### src/rtl/pe_loop_pc.sv
module pe_loop_pc #(
  parameter int PC_W = 5
) (
  input  logic            clk,
  input  logic            rst_n,
  input  logic            step_en,
  input  logic            jmp_valid,
  input  logic            jmp_has_dst,
  input  logic [PC_W-1:0] jmp_dst,
  input  logic [PC_W-1:0] jmp_lstart,
  input  logic [PC_W-1:0] jmp_lend,
  output logic [PC_W-1:0] pc,
  output logic            pred_clr
);
  localparam logic [PC_W-1:0] LEND_RST = '1;

  logic [PC_W-1:0] lstart_q, lend_q, pc_q, pc_d;
  logic            clr_q;

  wire at_end = (pc_q == lend_q);

  always_comb begin
    pc_d = pc_q;
    if (jmp_valid)
      pc_d = jmp_has_dst ? jmp_dst : jmp_lstart;
    else if (step_en)
      pc_d = at_end ? lstart_q : pc_q + 1'b1;
  end

  always_ff @(posedge clk) begin
    if (!rst_n) begin
      pc_q     <= '0;
      lstart_q <= '0;
      lend_q   <= LEND_RST;
      clr_q    <= 1'b0;
    end else begin
      pc_q  <= pc_d;
      clr_q <= jmp_valid;
      if (jmp_valid) begin
        lstart_q <= jmp_lstart;
        lend_q   <= jmp_lend;
      end
    end
  end

  assign pc       = pc_q;
  assign pred_clr = clr_q;

  logic live;
  always_ff @(posedge clk) live <= rst_n;

  AST_RESET_STATE: assert property (@(posedge clk) !rst_n |=> (pc == '0 && !pred_clr));
  AST_JUMP_DST: assert property (@(posedge clk) disable iff (!rst_n)
    live && $past(jmp_valid) && $past(jmp_has_dst) |-> pc == $past(jmp_dst));
  AST_JUMP_LSTART: assert property (@(posedge clk) disable iff (!rst_n)
    live && $past(jmp_valid) && !$past(jmp_has_dst) |-> pc == $past(jmp_lstart));
  AST_WRAP: assert property (@(posedge clk) disable iff (!rst_n)
    live && !$past(jmp_valid) && $past(step_en) && $past(pc) == $past(lend_q)
    |-> pc == $past(lstart_q));
  AST_INCR: assert property (@(posedge clk) disable iff (!rst_n)
    live && !$past(jmp_valid) && $past(step_en) && $past(pc) != $past(lend_q)
    |-> pc == $past(pc) + 1'b1);
  AST_HOLD: assert property (@(posedge clk) disable iff (!rst_n)
    live && !$past(jmp_valid) && !$past(step_en) |-> $stable(pc));
  AST_PRED_PULSE: assert property (@(posedge clk) disable iff (!rst_n)
    live && $past(jmp_valid) |-> pred_clr);
  AST_PRED_QUIET: assert property (@(posedge clk) disable iff (!rst_n)
    live && !$past(jmp_valid) |-> !pred_clr);
endmodule

### config.mk
export PLATFORM = sky130hd
export DESIGN_NAME = pe_loop_pc
export DESIGN_NICKNAME = d
export VERILOG_FILES = /design/src/rtl/pe_loop_pc.sv
export SDC_FILE = /design/constraint.sdc
export NUM_CORES = 1
export LEC_CHECK = 0
export BUFFER_PORTS_ARGS = -buffer_cell sky130_fd_sc_hd__buf_2
export CORE_MARGIN = 3
export CORE_UTILIZATION = 56
export CTS_BUF_LIST = sky130_fd_sc_hd__clkbuf_8
export DETAILED_ROUTE_END_ITERATION = 6
export PLACE_DENSITY = 0.86
export SLEW_MARGIN = 10
export SYNTH_ARGS = -nofsm -noshare
export SYNTH_HDL_FRONTEND = slang
export SYNTH_SLANG_ARGS = --single-unit
export TNS_END_PERCENT = 10
### constraint.sdc
create_clock -name clk -period 3 [get_ports clk]
set_input_delay 0.9 -clock clk [delete_from_list [all_inputs] [get_ports clk]]
set_output_delay 0.9 -clock clk [all_outputs]
set_load 0.02 [all_outputs]
Word level (Yosys, flattened, before mapping)
Index checks and enable logic that the tools add are counted.
{ "word_totals": {"input_bits": 20, "reg_bits": 16, "word_cells": 11} }
{ "classes": {"n_eq_ne": 1, "muxes": 4, "add_sub_neg": 1, "n_reduce_logical": 1} }
{ "op_table": {"columns": ["operator", "count"], "rows": [
  ["5-bit two-way mux", 4],
  ["5-bit by 1-bit adder with 5-bit output (second input constant)", 1],
  ["5-bit equality test", 1],
  ["2-bit nonzero test", 1]
]} }

Longest topological paths before layout
{ "logic_depth": {"word_depth": 4, "depth_mapped": 5, "mapped_depth_nobuf": 5} }

Worst setup path before layout
Ideal clock, no wire load.
{ "synth_timing": {"kind": "input to register", "startpoint": "input jmp_valid", "endpoint": "register lend_q[0]", "arrival_ps": 1759, "required_time_ps": 2873, "path_slack_ps": 1114, "path_buffers": 2, "path_stages": 4, "setup_ps": 127, "cell_sequence": "clkbuf_1 -> buf_1 -> mux2i_1 -> nand2_1"} }
{ "synth_rtl": {"columns": ["item", "line_no", "text"], "rows": [
  ["start: declaration", "7", "input logic jmp_valid,"],
  ["end signal: assignment", "41", "lend_q <= jmp_lend;"],
  ["end: declaration", "17", "logic [PC_W-1:0] lstart_q, lend_q, pc_q, pc_d;"]
]} }

Final worst setup path
{ "layout_timing": {"startpoint": "register pc_q[2] (netlist: pc[2])", "endpoint": "output pc[2]"} }
{ "layout_rtl": {"columns": ["item", "line_no", "text"], "rows": [
  ["start: declaration", "17", null],
  ["start signal: assignment", "37", "pc_q <= pc_d;"],
  ["end: declaration", "12", "output logic [PC_W-1:0] pc,"]
]} }
No word-level cell between the ends.

==> results_dict.tcl <==
set metrics [dict create \
    status "complete, no violations" \
    cp-end-kind "output port" \
    globalRouteTotalUtil 0.199 \
    syn2layout_area_growth_pct 17.8 \
    hold_class "register to register" \
    yosys_warnings 0 \
    synth.net_count 117 \
    tns_ns 0 \
    hold_depth 2 \
    yosys.cell_types.count 26 \
    dpl_cell_area_um2 976 \
    r2r_end "pc[0]$_SDFFE_PN0P_" \
    io_buffers 25 \
    grt_setup_unrepaired "no" \
    cts_buffer_depth 2 \
    min_from "lend_q[4]$_SDFFE_PN1P_" \
    final_common_cell "buf_2" \
    drt_pre_antenna_iters 4 \
    r2r-start "pc[2]$_SDFFE_PN0P_" \
    routabilityCongestion 0.787 \
    critPathArrivalTime_ns 0.95 \
    synth_cells 96 \
    postSynthAreaPerCell_um2 8.99 \
    fin_crit_sh 0.616 \
    dp_hpwl_um 1280 \
    clk_pin_slew_ns 0.06 \
    htreeDepth 1 \
    power.density_mw_per_mm2 502 \
    clk_latency_ns 0.25 \
    slowest_stage "dfxtp_1" \
    clock_skew_ns 0.00435 \
    first_iter_violations 22 \
    path_cells "buf_2" \
    die_w_um 45.3 \
    drcViolationCount 0 \
    fin_area_mm2 0.00102 \
    cp_max_fo 7 \
    cap_violations 0 \
    slowest_delay_ns 0.48 \
    finalCriticalPeriod_ns 1.85 \
    worstMarginPinSlew_ns 0.501 \
    grt_max_degree 26 \
    final-setup-viol-count 0 \
    grt_pass1_vias 668 \
    cts_resized 0 \
    via_count 790 \
    drv_slew 0 \
    final_layout_size_suffix_gt1_frac 0.246 \
    antenna_found_initial 0 \
    syn-cell-area_um2 863 \
    cts.sinks 16 \
    die-area_mm2 0.00205 \
    ant_nets 0 \
    slew_headroom 0.666 \
    critical-path-top-delay-family "flip-flops" \
    final_cell_mix "25 x buf_2, 16 x dfxtp_1, 15 x mux2i_1" \
    fmax_mhz 541 \
    p_leak_nw 0.467 \
    hold_violations 0 \
    io_pins 26 \
    vdd_drop_max_mv 0.473 \
    reg2reg_depth 4 \
    synth-seq-area-share 0.371 \
    die_y_um 45.3 \
    reg2reg_slack_ns 1.50 \
    antennaDiodeCount 0 \
    coreArea_mm2 0.00137 \
    final_nets 141 \
    viasPerCell 5.94 \
    cp_num_buf_inv 1 \
    wl_per_cell_um 13.7 \
    grt.overflow.total 0 \
    crit_required_ns 2.10 \
    routed_wl_um 1820 \
    cts_setup_buffers 0 \
    path_class "register to output port" \
    cts-root-buf "clkbuf_8" \
    hold_buffers 0 \
    ys_ff_latch 16 \
    fin_util 0.745 \
    grt_pass1_wl_um 2990 \
    initial_utilization 0.632 \
    cts_buffers 3 \
    worstHoldEndpoint "lend_q[4]$_SDFFE_PN1P_" \
    cts_tree "done" \
    placement_rows 13 \
    start_kind "register" \
]
==> worst max-delay path by stage <==
| stage | start | endpoint | slack, ns | cells after the start |
|---|---|---|---|---|
| 2_1_floorplan | jmp_valid | lend_q[0]$_SDFFE_PN1P_ | 1.11 | 4 |
| 3_3_place_gp | jmp_valid | pc[0]$_SDFFE_PN0P_ | 1.11 | 3 |
| 3_5_place_dp | jmp_valid | pc[0]$_SDFFE_PN0P_ | 1.08 | 3 |
| 4_1_cts | pc[0]$_SDFFE_PN0P_ | pc[0] | 1.18 | 1 |
| 5_1_grt | pc[2]$_SDFFE_PN0P_ | pc[2] | 1.14 | 1 |
| 6_report | pc[2]$_SDFFE_PN0P_ | pc[2] | 1.15 | 1 |
==> kinds of logic (layout without fill, tap and decap cells) <==
logic type / Yosys count / count (layout) / synth area share
and+or+nand+nor: 29 / 29 / 0.175
AOI/OAI and AO/OA: 21 / 21 / 0.148
DFF: 16 / 16 / 0.371
muxes: 15 / 15 / 0.174
xor gates and xnor gates: 8 / 8 / 0.0812
buffers and inverters: 6 / 28 / 0.0362
adders and majority gates: 1 / 1 / 0.0145
==> per-layer routing <==
layer  vias to the layer above  GRT usage  routed length (um)
met5                         -          0                   0
met4                         0     0.0702                  28
met3                         6     0.0398                 172
met2                        41      0.316                 848
met1                       356      0.267                 772
li1                        387          -                   -
==> flip-flops by register name (all words and copies together) (netlist names) <==
signal,cells
lstart_q,5
lend_q,5
pred_clr,1
pc,5
==> final cells by class <==
cell class | instances | area, um2
multi-input cells | 74 | 512
fillers | 105 | 349
flip-flops and latches | 16 | 320
repair buffers | 25 | 125
clock buffers | 3 | 41.3
well taps | 15 | 18.8
==> power breakdown <==
part	internal (mW)	total, mW	switching [mW]	leakage, nW
logic	0.0483	0.104	0.0555	0.313
registers	0.228	0.244	0.0158	0.133
clock network	0.0891	0.163	0.0737	0.0216
==> through the flow <==
stage | worst slack, ns | instances | hold slack [ns] | power, mW
2_1_floorplan | 1.11 | 96 | 0.463 | 0.318
3_3_place_gp | 1.11 | 130 | 0.476 | 0.348
3_5_place_dp | 1.08 | 130 | 0.487 | 0.350
4_1_cts | 1.18 | 133 | 0.502 | 0.508
5_1_grt | 1.14 | 133 | 0.527 | 0.530
6_report | 1.15 | 133 | 0.501 | 0.510
==> synthesized netlist by cell type, drive strengths merged <==
library cell / instances / area [um2]
nand3: 3 / 15.0
nor3: 1 / 5.00
o311a: 1 / 10.0
clkbuf: 3 / 11.3
nor2: 3 / 11.3
xor2: 1 / 8.76
xnor2: 7 / 61.3
mux2i: 15 / 150
and2: 2 / 15.0
nand2: 9 / 33.8
o31ai: 5 / 37.5
nor3b: 2 / 15.0
a21oi: 8 / 40.0
nor2b: 6 / 37.5
and3: 2 / 12.5
dfxtp: 16 / 320
ha: 1 / 12.5
o311ai: 1 / 8.76
a31oi: 1 / 6.26
buf: 3 / 20.0
nand2b: 1 / 6.26
o21ai: 5 / 25.0
Power figures use the tool's default switching activity.
